### config.mk
export PLATFORM = sky130hd
export DESIGN_NAME = pwm_dbuf_channel
export DESIGN_NICKNAME = d
export VERILOG_FILES = /design/src/rtl/pwm_dbuf_channel.sv
export SDC_FILE = /design/constraint.sdc
export NUM_CORES = 1
export LEC_CHECK = 0
export BUFFER_PORTS_ARGS = -buffer_cell sky130_fd_sc_hd__buf_2
export CAP_MARGIN = 20
export CORE_UTILIZATION = 55
export CTS_BUF_LIST = sky130_fd_sc_hd__clkbuf_2 sky130_fd_sc_hd__clkbuf_4 sky130_fd_sc_hd__clkbuf_8
export CTS_CLUSTER_SIZE = 10
export DETAILED_ROUTE_END_ITERATION = 12
export PLACE_DENSITY = 0.77
export SYNTH_ARGS = -nofsm -noshare
export SYNTH_HDL_FRONTEND = slang
export SYNTH_SLANG_ARGS = --single-unit
### constraint.sdc
create_clock -name clk -period 2.8 [get_ports clk]
set_clock_uncertainty 0.05 [all_clocks]
set_input_delay 0.42 -clock clk [delete_from_list [all_inputs] [get_ports clk]]
set_output_delay 0.42 -clock clk [all_outputs]
set_load 0.03 [all_outputs]
### src/rtl/pwm_dbuf_channel.sv
module pwm_dbuf_channel #(
  parameter int W = 8
) (
  input  logic         clk,
  input  logic         rst_n,
  input  logic         tick,
  input  logic         ch_en,
  input  logic         center_sel,
  input  logic         pol,
  input  logic         per_wr,
  input  logic         duty_wr,
  input  logic         cnt_wr,
  input  logic [W-1:0] wr_data,
  output logic [W-1:0] per_rd,
  output logic [W-1:0] duty_rd,
  output logic         pwm_out
);

  logic [W-1:0] per_buf, duty_buf, per_act, duty_act, cnt;
  logic         dir_dn;
  logic         at_top, active;

  assign at_top  = (per_act == '0) || (cnt >= per_act - 1'b1);
  assign active  = (duty_act >= per_act) || (cnt < duty_act);
  assign pwm_out = ch_en ? (active ? pol : ~pol) : ~pol;
  assign per_rd  = per_buf;
  assign duty_rd = duty_buf;

  always_ff @(posedge clk or negedge rst_n) begin
    if (!rst_n) begin
      per_buf  <= '0;
      duty_buf <= '0;
    end else begin
      if (per_wr)  per_buf  <= wr_data;
      if (duty_wr) duty_buf <= wr_data;
    end
  end

  always_ff @(posedge clk or negedge rst_n) begin
    if (!rst_n) begin
      per_act  <= '0;
      duty_act <= '0;
      cnt      <= '0;
      dir_dn   <= 1'b0;
    end else if (!ch_en) begin
      cnt      <= '0;
      dir_dn   <= 1'b0;
      per_act  <= per_wr  ? wr_data : per_buf;
      duty_act <= duty_wr ? wr_data : duty_buf;
    end else if (cnt_wr) begin
      cnt      <= '0;
      dir_dn   <= 1'b0;
      per_act  <= per_buf;
      duty_act <= duty_buf;
    end else if (tick) begin
      if (!center_sel) begin
        dir_dn <= 1'b0;
        if (at_top) begin
          cnt      <= '0;
          per_act  <= per_buf;
          duty_act <= duty_buf;
        end else begin
          cnt <= cnt + 1'b1;
        end
      end else if (!dir_dn) begin
        if (per_act == '0) begin
          per_act  <= per_buf;
          duty_act <= duty_buf;
        end else if (at_top) begin
          dir_dn <= 1'b1;
        end else begin
          cnt <= cnt + 1'b1;
        end
      end else begin
        if (cnt == '0) begin
          dir_dn   <= 1'b0;
          per_act  <= per_buf;
          duty_act <= duty_buf;
        end else begin
          cnt <= cnt - 1'b1;
        end
      end
    end
  end

  AST_PER_HELD: assert property (@(posedge clk) disable iff (!rst_n)
    (ch_en && $past(ch_en) && cnt != '0) |-> $stable(per_act));
  AST_DUTY_HELD: assert property (@(posedge clk) disable iff (!rst_n)
    (ch_en && $past(ch_en) && cnt != '0) |-> $stable(duty_act));
  AST_IDLE_DIRECT: assert property (@(posedge clk) disable iff (!rst_n)
    (!ch_en && per_wr) |=> per_act == $past(wr_data));
  AST_READBACK: assert property (@(posedge clk) disable iff (!rst_n)
    per_wr |=> per_rd == $past(wr_data));
  AST_CNT_RANGE: assert property (@(posedge clk) disable iff (!rst_n)
    (per_act != '0) |-> cnt < per_act);
  AST_NO_TICK_HOLD: assert property (@(posedge clk) disable iff (!rst_n)
    ($past(ch_en) && ch_en && !$past(tick) && !$past(cnt_wr)) |-> $stable(cnt));

endmodule

==> impl_metrics.json, run 1 <==
{
  "grt_usage": 0.249,
  "clock_path_buffers": 2,
  "hold_ws_ns": 0.193,
  "hold_viol": 0,
  "place_ws_ns": -0.125,
  "grt_max_degree": 42,
  "cts.reportedPaths.clkPinSlew_ns": 0.09,
  "crit_required_ns": 2.97,
  "drt_iter0_drc": 182,
  "worst_pin_slew_ns": 0.924,
  "grt_overflow": 0,
  "final_util": 0.693,
  "final_nets": 352,
  "grt_pass1_vias": 2103,
  "die-area_sq_um": 5360,
  "ys_ff_latch": 41,
  "clock_sinks": 41,
  "grt_antenna_before_repair": 0,
  "diodes": 0,
  "pin_count": 34,
  "combPwrFrac": 0.332,
  "cts-buffers-inserted": 5,
  "synth_flop_cell": "dfrtp_1",
  "internal-power_w": 0.00107,
  "drv_cap": 0,
  "ir_drop_uv": 348,
  "dp_hpwl_um": 4420,
  "cp_slowest_cell": "dfrtp_1",
  "synth_edf_count": 0,
  "finalCritPeriodShare": 1.02,
  "timing.final.crit_period_ns": 2.87,
  "rows": 25,
  "die_y_um": 73.2,
  "max_freq_mhz": 349,
  "setup_violations": 22,
  "drv_slew": 0,
  "avgSynthCellArea_sq_um": 10.7,
  "wl_um": 6640,
  "rsz0062_at_grt": "true",
  "p_switching_w": 0.000593,
  "portBuffers": 33,
  "dr.pass1.iters": 4,
  "gp_congestion": 0.874,
  "max_stage_delay_ns": 0.44,
  "cp.arrival_ns": 3.04,
  "drc_errors": 0,
  "syn_inst": 261,
  "async_flop_share": 1.00,
  "avgRoutedWirePerCell_um": 17.7,
  "path_max_fanout": 8,
  "yosysSeqAreaShare": 0.368,
  "clkPwrFrac": 0.243,
  "clockRootBuffer": "clkbuf_8",
  "netlist_area_sq_um": 2790,
  "routed_via_density": 5.96,
  "path_delay_family": "compound AO/OA/AOI/OAI gates",
  "worstSkewPairLatency_ns": 0.31,
  "p_per_area_nw_per_um2": 502,
  "vias": 2236,
  "cp-end-kind": "register",
  "synth_top_area_share": 0.368,
  "critPathBufInv": 2,
  "fin_ws_ns": -0.0683,
  "synth_warnings": 0,
  "switching_share": 0.356,
  "seqPwrFrac": 0.425,
  "cts_tree": "built",
  "core_area_sq_um": 4790,
  "critical_path.cell_chain": "nor4_4 -> buf_4 -> nand2_2 -> xnor2_1 -> ha_1 -> a21o_1 -> a21oi_2 -> o31a_4 -> a21oi_2 -> o21ai_4 -> buf_12 -> mux2i_1",
  "hold_class": "input port to asynchronous set/reset pin",
  "finalNonFillerCells": 375,
  "violations": "negative setup slack",
  "ys_types": 57,
  "hold_buffers": 0,
  "synth.area.top_cells": "dfrtp_1 (37%), ha_1 (13%), mux2i_1 (12%)",
  "grt_pass1_wl_um": 10000,
  "p_leak_nw": 1.62,
  "area_growth_pct": 18.9,
  "status": "finished with violations",
  "initial_core_util": 0.583,
  "drive_above_1_share": 0.328,
  "maxSlewHeadroom": 0.384,
  "cp-start-kind": "register",
  "yosysTopAreaCell": "dfrtp_1",
  "cp_common_cell": "a21oi_2",
  "place_inst": 361,
  "ant_nets": 0,
  "die_w_um": 73.2,
  "critPathKind": "register to register",
  "cts_htree_levels": 2,
  "syn_nets": 306
}
power by group through the flow:
stage                     Clock [W]  Combinational [W]  Sequential [W]
after CTS                  0.000411           0.000500        0.000702
after detailed placement          0           0.000492        0.000711
after floorplan                   0           0.000293        0.000754
after global routing       0.000435           0.000611        0.000716
after global placement            0           0.000475        0.000707
final                      0.000405           0.000553        0.000707
per-layer routing:
| layer | routed length, um | track usage | part of all wire | up-vias |
|---|---|---|---|---|
| met5 | 0 | 0 | 0 | - |
| met3 | 376 | 0.0511 | 0.057 | 17 |
| li1 | - | - | - | 1045 |
| met1 | 2840 | 0.334 | 0.43 | 1091 |
| met2 | 3290 | 0.404 | 0.50 | 83 |
| met4 | 138 | 0.0806 | 0.021 | 0 |
state kept, by name, indices dropped and copies added, names as in the netlist:
name      count
cnt           8
dir_dn        1
duty_act      8
duty_rd       8
per_act       8
per_rd        8
final timing paths:
| path | start | endpoint | slack, ns | depth (start not counted) |
|---|---|---|---|---|
| setup / recovery | per_act[5]$_DFFE_PN0P_ | per_act[3]$_DFFE_PN0P_ | -0.07 | 12 |
| hold / removal | rst_n | per_rd[4]$_DFF_PN0_ | 0.19 | 1 |
| setup reg to reg | per_act[5]$_DFFE_PN0P_ | per_act[3]$_DFFE_PN0P_ | -0.07 | 12 |
| hold reg to reg | duty_rd[2]$_DFF_PN0_ | duty_rd[2]$_DFF_PN0_ | 0.50 | 1 |
| max in group asynchronous | rst_n | cnt[5]$_DFFE_PN0P_ | 1.86 | 1 |
| min in group clk | wr_data[5] | duty_rd[5]$_DFF_PN0_ | 0.32 | 2 |
metrics by stage:
stage                     instance area, sq um  setup TNS, ns  total power (W)
after CTS                                 3200         -0.105          0.00161
after global routing                      3320          -2.46          0.00176
final                                     3320         -0.866          0.00167
after detailed placement                  3080          -1.04          0.00120
after global placement                    3080      -0.000308          0.00118
after floorplan                           2790              0          0.00105
cells in the mapped netlist (all sizes together) (4+ instances only):
| master | instances |
|---|---|
| a21oi | 7 |
| a221o | 5 |
| and2 | 5 |
| clkbuf | 7 |
| dfrtp | 41 |
| ha | 28 |
| inv | 22 |
| mux2 | 18 |
| mux2i | 33 |
| nand2 | 14 |
| nand3 | 4 |
| nor2 | 10 |
| nor3 | 6 |
| nor4 | 4 |
| o21ai | 8 |
| xnor2 | 8 |
repair_timing:
item	CTS	global route
pin swaps	12	12
setup buffers	2	3
resized for setup	3	18
setup endpoints to repair	24	26
cloned	0	1
worst register-to-register path, stage by stage (launching register included):
cell	delay [ns]
dfrtp_1	0.44
nor4_4	0.32
buf_4	0.16
nand2_2	0.06
xnor2_1	0.13
ha_1	0.33
a21o_1	0.22
a21oi_2	0.15
o31a_4	0.21
a21oi_2	0.09
o21ai_4	0.23
buf_12	0.18
mux2i_1	0.22
final cells by class:
type,instances,area (sq um)
well taps,67,83.8
repair buffers,48,310
clock inverters,3,22.5
fillers,364,1470
inverters,22,82.6
multi-input cells,189,1720
clock buffers,5,68.8
flip-flops and latches,41,1030
cells in the final DEF (no fill, tap or decap), types with 4 or more instances in the layout:
cell	synthesis	layout
a21oi_1	6	4
a221o_1	5	5
buf_2	1	32
buf_4	0	13
clkbuf_8	0	5
dfrtp_1	41	39
ha_1	28	28
inv_1	21	21
mux2_2	18	18
mux2i_1	33	33
nand2_1	13	11
nand3_1	4	4
nor2_1	9	8
nor3_1	5	5
o21ai_0	6	6
xnor2_1	8	7
cells by family (layout without fill, tap and decap cells):
kind of cell | Yosys count | in the layout | share of synthesized area
xor gates and xnor gates | 8 | 8 | 0.0251
adders and majority gates | 28 | 28 | 0.126
AOI/OAI and AO/OA | 43 | 43 | 0.125
muxes | 51 | 51 | 0.191
buffers and inverters | 31 | 78 | 0.0449
and+or+nand+nor | 59 | 59 | 0.121
DFF | 41 | 41 | 0.368
Note: power is estimated with default switching activity, not from simulation.
==> inputs of run 2 (changes only) <==
--- a/config.mk
+++ b/config.mk
@@ -5,6 +5,7 @@
 export SDC_FILE = /design/constraint.sdc
 export NUM_CORES = 1
 export LEC_CHECK = 0
+export ABC_AREA = 1
 export BUFFER_PORTS_ARGS = -buffer_cell sky130_fd_sc_hd__buf_2
 export CAP_MARGIN = 20
 export CORE_UTILIZATION = 55
==> run 2 against run 1 <==
  * Power is 6.0% higher
  * Final area is 1.7% higher
  * Sequential cell count stayed put
  * The run now ends clean
  * First-iteration DRC count is 54% lower
  * Critical endpoint is now pwm_out
  * Highest routed layer unchanged
==> impl_metrics.json, run 2 <==
{
  "diodes": 0,
  "rr_worst_depth": 13,
  "cp-start-kind": "register",
  "async_flop_share": 1.00,
  "die_w_um": 76.2,
  "wl_um": 6500,
  "core_area_sq_um": 5200,
  "grt_usage": 0.240,
  "vias": 2614,
  "synth_edf_count": 0,
  "finalCritPeriodShare": 0.920,
  "synth_top_area_share": 0.339,
  "syn_inst": 388,
  "dr.pass1.iters": 4,
  "finalNonFillerCells": 492,
  "cts.reportedPaths.clkPinSlew_ns": 0.08,
  "drc_errors": 0,
  "routed_via_density": 5.31,
  "wl_met2_um": 3170,
  "synth.area.top_cells": "dfrtp_1 (34%), nand2_1 (12%), ha_1 (12%)",
  "hold_ws_ns": 0.200,
  "avgSynthCellArea_sq_um": 7.80,
  "setup_violations": 0,
  "die-area_sq_um": 5810,
  "mostFrequentLayoutCells": "nand2_1 (94), inv_1 (44), dfrtp_1 (41), o21ai_0 (38), buf_2 (33)",
  "yosysTopAreaCell": "dfrtp_1",
  "ys_ff_latch": 41,
  "synth_flop_cell": "dfrtp_1",
  "critPathKind": "register to output port",
  "cts_htree_levels": 2,
  "timing.final.crit_period_ns": 2.58,
  "rows": 26,
  "final_common_cell": "nand2_1",
  "ir_drop_uv": 346,
  "initial_core_util": 0.582,
  "drt_iter0_drc": 84,
  "clockRootBuffer": "clkbuf_8",
  "clock_sinks": 41,
  "status": "finished, final reports clean",
  "hold_class": "input port to asynchronous set/reset pin",
  "dr_wl_met3_um": 213,
  "grt_max_degree": 42,
  "clock_path_buffers": 2,
  "m1WireLength_um": 2970,
  "netlist_area_sq_um": 3030,
  "yosys-top-cells-count": "nand2_1 (95), inv_1 (46), dfrtp_1 (41)",
  "final_nets": 466,
  "cp-end-kind": "output port",
  "dp_hpwl_um": 4910,
  "worst_pin_slew_ns": 0.938,
  "ant_nets": 0,
  "highest-signal-layer": "met4",
  "hold_viol": 0,
  "drv_slew": 0,
  "crit_required_ns": 2.33,
  "cts-buffers-inserted": 5,
  "yosys.cell_count.top_type": "nand2_1",
  "die_y_um": 76.2,
  "path_max_fanout": 8,
  "avgRoutedWirePerCell_um": 13.2,
  "grt_overflow": 0,
  "p_per_area_nw_per_um2": 524,
  "portBuffers": 33,
  "pin_count": 34,
  "grt_pass1_vias": 2576,
  "maxSlewHeadroom": 0.374,
  "p_leak_nw": 1.77,
  "place_inst": 483,
  "hold_buffers": 0,
  "gp_congestion": 0.832,
  "synth_warnings": 0,
  "area_growth_pct": 11.4,
  "ys_types": 36,
  "worstSkewPairLatency_ns": 0.30,
  "cts_tree": "built",
  "syn_nets": 433,
  "max_freq_mhz": 388,
  "yosysSeqAreaShare": 0.339,
  "cp.arrival_ns": 2.11,
  "drv_cap": 0,
  "grt_pass1_wl_um": 11300,
  "grt_antenna_before_repair": 0,
  "drive_above_1_share": 0.256,
  "fillCellCount": 446
}
[run 2: changes by cell type after synthesis, moves of 5 or more]
cell / delta
a21oi_1: +8
a221o_1: -5
inv_1: +25
inv_2: +7
mux2_2: -18
mux2i_1: -33
nand2_1: +82
nand2_2: +17
nand3_1: +14
o21ai_0: +32
o21ai_2: +17
xnor2_1: -6
xor2_1: +10
[run 2: through the flow]
step	setup TNS (ns)	area, sq um	utilization	total power [W]	setup slack, ns
finish	0	3370	0.648	0.00177	0.224
global route	-0.00207	3370	0.648	0.00187	-0.00207
detailed placement	0	3240	0.622	0.00126	0.143
CTS	0	3350	0.644	0.00176	0.123
floorplan	0	3030	-	0.00112	0.467
global placement	0	3240	0.622	0.00123	0.249
[run 2: where the power goes]
part	internal (W)	switching, W	total (W)
combinational	0.000198	0.000341	0.000539
clock	0.000278	0.000230	0.000508
sequential	0.000653	0.0000655	0.000719
total	0.00113	0.000637	0.00177
[run 2: worst paths after layout]
| path | from | endpoint | slack (ns) |
|---|---|---|---|
| max in group asynchronous | rst_n | duty_act[7]$_DFFE_PN0P_ | 1.91 |
| worst min register to register | per_act[1]$_DFFE_PN0P_ | per_act[1]$_DFFE_PN0P_ | 0.48 |
| worst max register to register | per_act[4]$_DFFE_PN0P_ | per_act[1]$_DFFE_PN0P_ | 0.24 |
| worst max-delay path | cnt[3]$_DFFE_PN0P_ | pwm_out | 0.22 |
| worst min-delay path | rst_n | cnt[2]$_DFFE_PN0P_ | 0.20 |
| min in group clk | wr_data[2] | per_rd[2]$_DFF_PN0_ | 0.32 |
[run 2: kinds of logic after synthesis]
kind of cell               count (synthesis)  share of synthesized area
xor gates and xnor gates                  12                     0.0347
adders and majority gates                 28                      0.116
buffers and inverters                     69                      0.101
and+or+nand+nor                          159                      0.250
AOI/OAI and AO/OA                         79                      0.160
DFF                                       41                      0.339
[run 2: final cells by class]
cell class	count	area [sq um]	area share
multi-input combinational	278	1710	0.507
sequential	41	1030	0.304
inverter	57	219	0.0649
timing repair buffer	38	215	0.0638
tap	70	87.6	0.0260
clock buffer	6	76.3	0.0226
clock inverter	2	38.8	0.0115
[run 2: critical path, stage by stage, from the launching register on]
cell and delay (ns):
dfrtp_1 0.50, ha_1 0.35, nand2_1 0.05, o21ai_0 0.27, nand2_1 0.11, nand2_1 0.07, nand2_1 0.09, nand3b_1 0.10
nand2_1 0.05, inv_1 0.04, buf_2 0.18
[run 2: repair_timing]
action,CTS,global route
endpoints found under the setup margin,0,21
buffers inserted,0,1
resized for setup,0,5
[run 2: metal layers]
layer,GRT usage,up-vias
li1,-,1320
met3,0.0371,13
met5,0,-
met1,0.291,1219
met2,0.425,62
met4,0.0981,0
==> inputs of run 3 (changes only) <==
==> constraint.sdc (replaced) <==
create_clock -name clk -period 2.09 [get_ports clk]
set_clock_uncertainty 0.05 [all_clocks]
set_input_delay 0.3135 -clock clk [delete_from_list [all_inputs] [get_ports clk]]
set_output_delay 0.3135 -clock clk [all_outputs]
set_load 0.03 [all_outputs]
==> run 3 against run 2 <==
  * The flow now finishes with violations (negative setup slack)
  * Highest routed layer unchanged
  * Core utilization grew 12 points
  * First-iteration DRC count up 71%
  * Cell count increased by 10%
==> impl_metrics.json, run 3 (synthesized netlist as in run 2, its figures left out) <==
{
  "grt_util_met2": 0.542,
  "p_per_area_nw_per_um2": 658,
  "max_freq_mhz": 377,
  "gp_congestion": 0.847,
  "violations": "negative setup slack",
  "drt_iter0_drc": 144,
  "grt_max_degree": 42,
  "use_met3": 0.0395,
  "grt_overflow": 0,
  "worst_pin_slew_ns": 0.536,
  "drc_errors": 0,
  "rr_startpoint": "per_act[1]$_DFFE_PN0P_",
  "grt_usage": 0.295,
  "initial_core_util": 0.582,
  "hold_ws_ns": 0.0235,
  "setup_violations": 26,
  "cp-start-kind": "register",
  "fin_area_sq_um": 4000,
  "dr.pass1.iters": 5,
  "crit_required_ns": 2.22,
  "met1_usage": 0.348,
  "worstSkewPairLatency_ns": 0.30,
  "path_max_fanout": 5,
  "mostFrequentLayoutCells": "nand2_1 (85), buf_4 (42), inv_1 (41), dfrtp_1 (41), o21ai_0 (38)",
  "place_inst": 516,
  "cts_htree_levels": 2,
  "cts-buffers-inserted": 5,
  "maxSlewHeadroom": 0.643,
  "finalCritPeriodShare": 1.27,
  "cts_tree": "built",
  "portBuffers": 33,
  "grt_pass1_vias": 2970,
  "dp_hpwl_um": 5140,
  "timing.final.crit_period_ns": 2.65,
  "clock_path_buffers": 2,
  "cts.reportedPaths.clkPinSlew_ns": 0.09,
  "wl_um": 8670,
  "clock_sinks": 41,
  "hold_class": "input port to asynchronous set/reset pin",
  "hold_viol": 0,
  "die_w_um": 76.2,
  "status": "finished with violations",
  "pin_count": 34,
  "placed_area_sq_um": 3510,
  "drive_above_1_share": 0.396,
  "clockRootBuffer": "clkbuf_8",
  "routed_via_density": 5.51,
  "cp.arrival_ns": 2.78,
  "cp-end-kind": "register",
  "top_usage_layer": "met2",
  "rsz0062_at_grt": "true",
  "drv_slew": 0,
  "drv_cap": 0,
  "r2r_end": "per_act[4]$_DFFE_PN0P_",
  "rows": 26,
  "vias": 2989,
  "die-area_sq_um": 5810,
  "core_area_sq_um": 5200,
  "rr_worst_depth": 15,
  "fillCellCount": 318,
  "avgRoutedWirePerCell_um": 16.0,
  "fin_ws_ns": -0.563,
  "die_y_um": 76.2,
  "final_common_cell": "nand2_1",
  "fin_total_pwr_w": 0.00263,
  "grt_antenna_before_repair": 0,
  "ant_nets": 0,
  "ff2ff_setup_slack_ns": -0.56,
  "grt_pass1_wl_um": 13600,
  "diodes": 0,
  "area_growth_pct": 32.1,
  "p_leak_nw": 2.08,
  "ir_drop_uv": 592,
  "critPathKind": "register to register",
  "final_nets": 516,
  "finalNonFillerCells": 542
}
[run 3: cell count changes in the layout (fill, tap and decap cells not counted), moves of 3 or more]
cell | before | now
nand3_1 | 18 | 15
buf_6 | 0 | 9
a21oi_1 | 14 | 8
nand2_2 | 18 | 21
ha_1 | 28 | 23
nand2_1 | 94 | 85
buf_12 | 1 | 4
inv_1 | 44 | 41
ha_4 | 0 | 5
nand2_4 | 1 | 7
buf_4 | 4 | 42
a21oi_2 | 2 | 8
[run 3: worst max path at each step]
stage	endpoint	from	cells past startpoint
after detailed placement	per_act[3]$_DFFE_PN0P_	per_act[1]$_DFFE_PN0P_	15
final	per_act[4]$_DFFE_PN0P_	per_act[1]$_DFFE_PN0P_	15
after global routing	per_act[7]$_DFFE_PN0P_	per_act[1]$_DFFE_PN0P_	15
after global placement	per_act[1]$_DFFE_PN0P_	per_act[1]$_DFFE_PN0P_	15
after floorplan	per_act[2]$_DFFE_PN0P_	per_act[0]$_DFFE_PN0P_	14
after CTS	pwm_out	per_act[2]$_DFFE_PN0P_	15
[run 3: worst max-delay path, cell delays in order, from the launching register on]
cell and delay (ns):
dfrtp_1 0.43, inv_2 0.11, ha_4 0.16, nand3_4 0.10
nor3_4 0.18, xor2_1 0.19, inv_1 0.10, ha_4 0.27
nand2_2 0.06, o21a_1 0.20, nand4_1 0.15, nand2_4 0.12
buf_12 0.16, clkbuf_16 0.15, nand2_2 0.06, o21ai_2 0.05
[run 3: cell type report]
| type | instances | area, sq um | area share |
|---|---|---|---|
| Multi-Input combinational cell | 278 | 1890 | 0.472 |
| Sequential cell | 41 | 1030 | 0.256 |
| Timing Repair Buffer | 88 | 682 | 0.170 |
| Inverter | 57 | 224 | 0.0560 |
| Tap cell | 70 | 87.6 | 0.0219 |
| Clock buffer | 6 | 76.3 | 0.0191 |
| Clock inverter | 2 | 15.0 | 0.00375 |
[run 3: timing repair]
action / in CTS / in global routing
setup buffers: 15 / 2
gates resized for setup: 29 / 21
hold buffers: 0 / 0
endpoints found under the setup margin: 26 / 26
cloned: 1 / 1
pin swaps: 10 / 17
[run 3: report_power, final]
part	leakage (nW)	switching [W]	total [W]	internal, W
combinational	1.52	0.000635	0.00112	0.000489
sequential	0.511	0.0000842	0.000959	0.000875
clock	0.0408	0.000301	0.000549	0.000249
[run 3: metal layers]
metal | wire (um) | up-vias
met4 | 323 | 0
li1 | - | 1419
met1 | 3480 | 1417
met5 | 0 | -
met2 | 4520 | 122
met3 | 347 | 31
[run 3: stage by stage]
stage | utilization | TNS (ns) | worst slack [ns]
global placement | 0.674 | -5.24 | -0.246
finish | 0.769 | -12.72 | -0.563
global route | 0.769 | -14.46 | -0.620
floorplan | - | -2.46 | -0.116
detailed placement | 0.674 | -5.40 | -0.258
CTS | 0.747 | -6.78 | -0.313
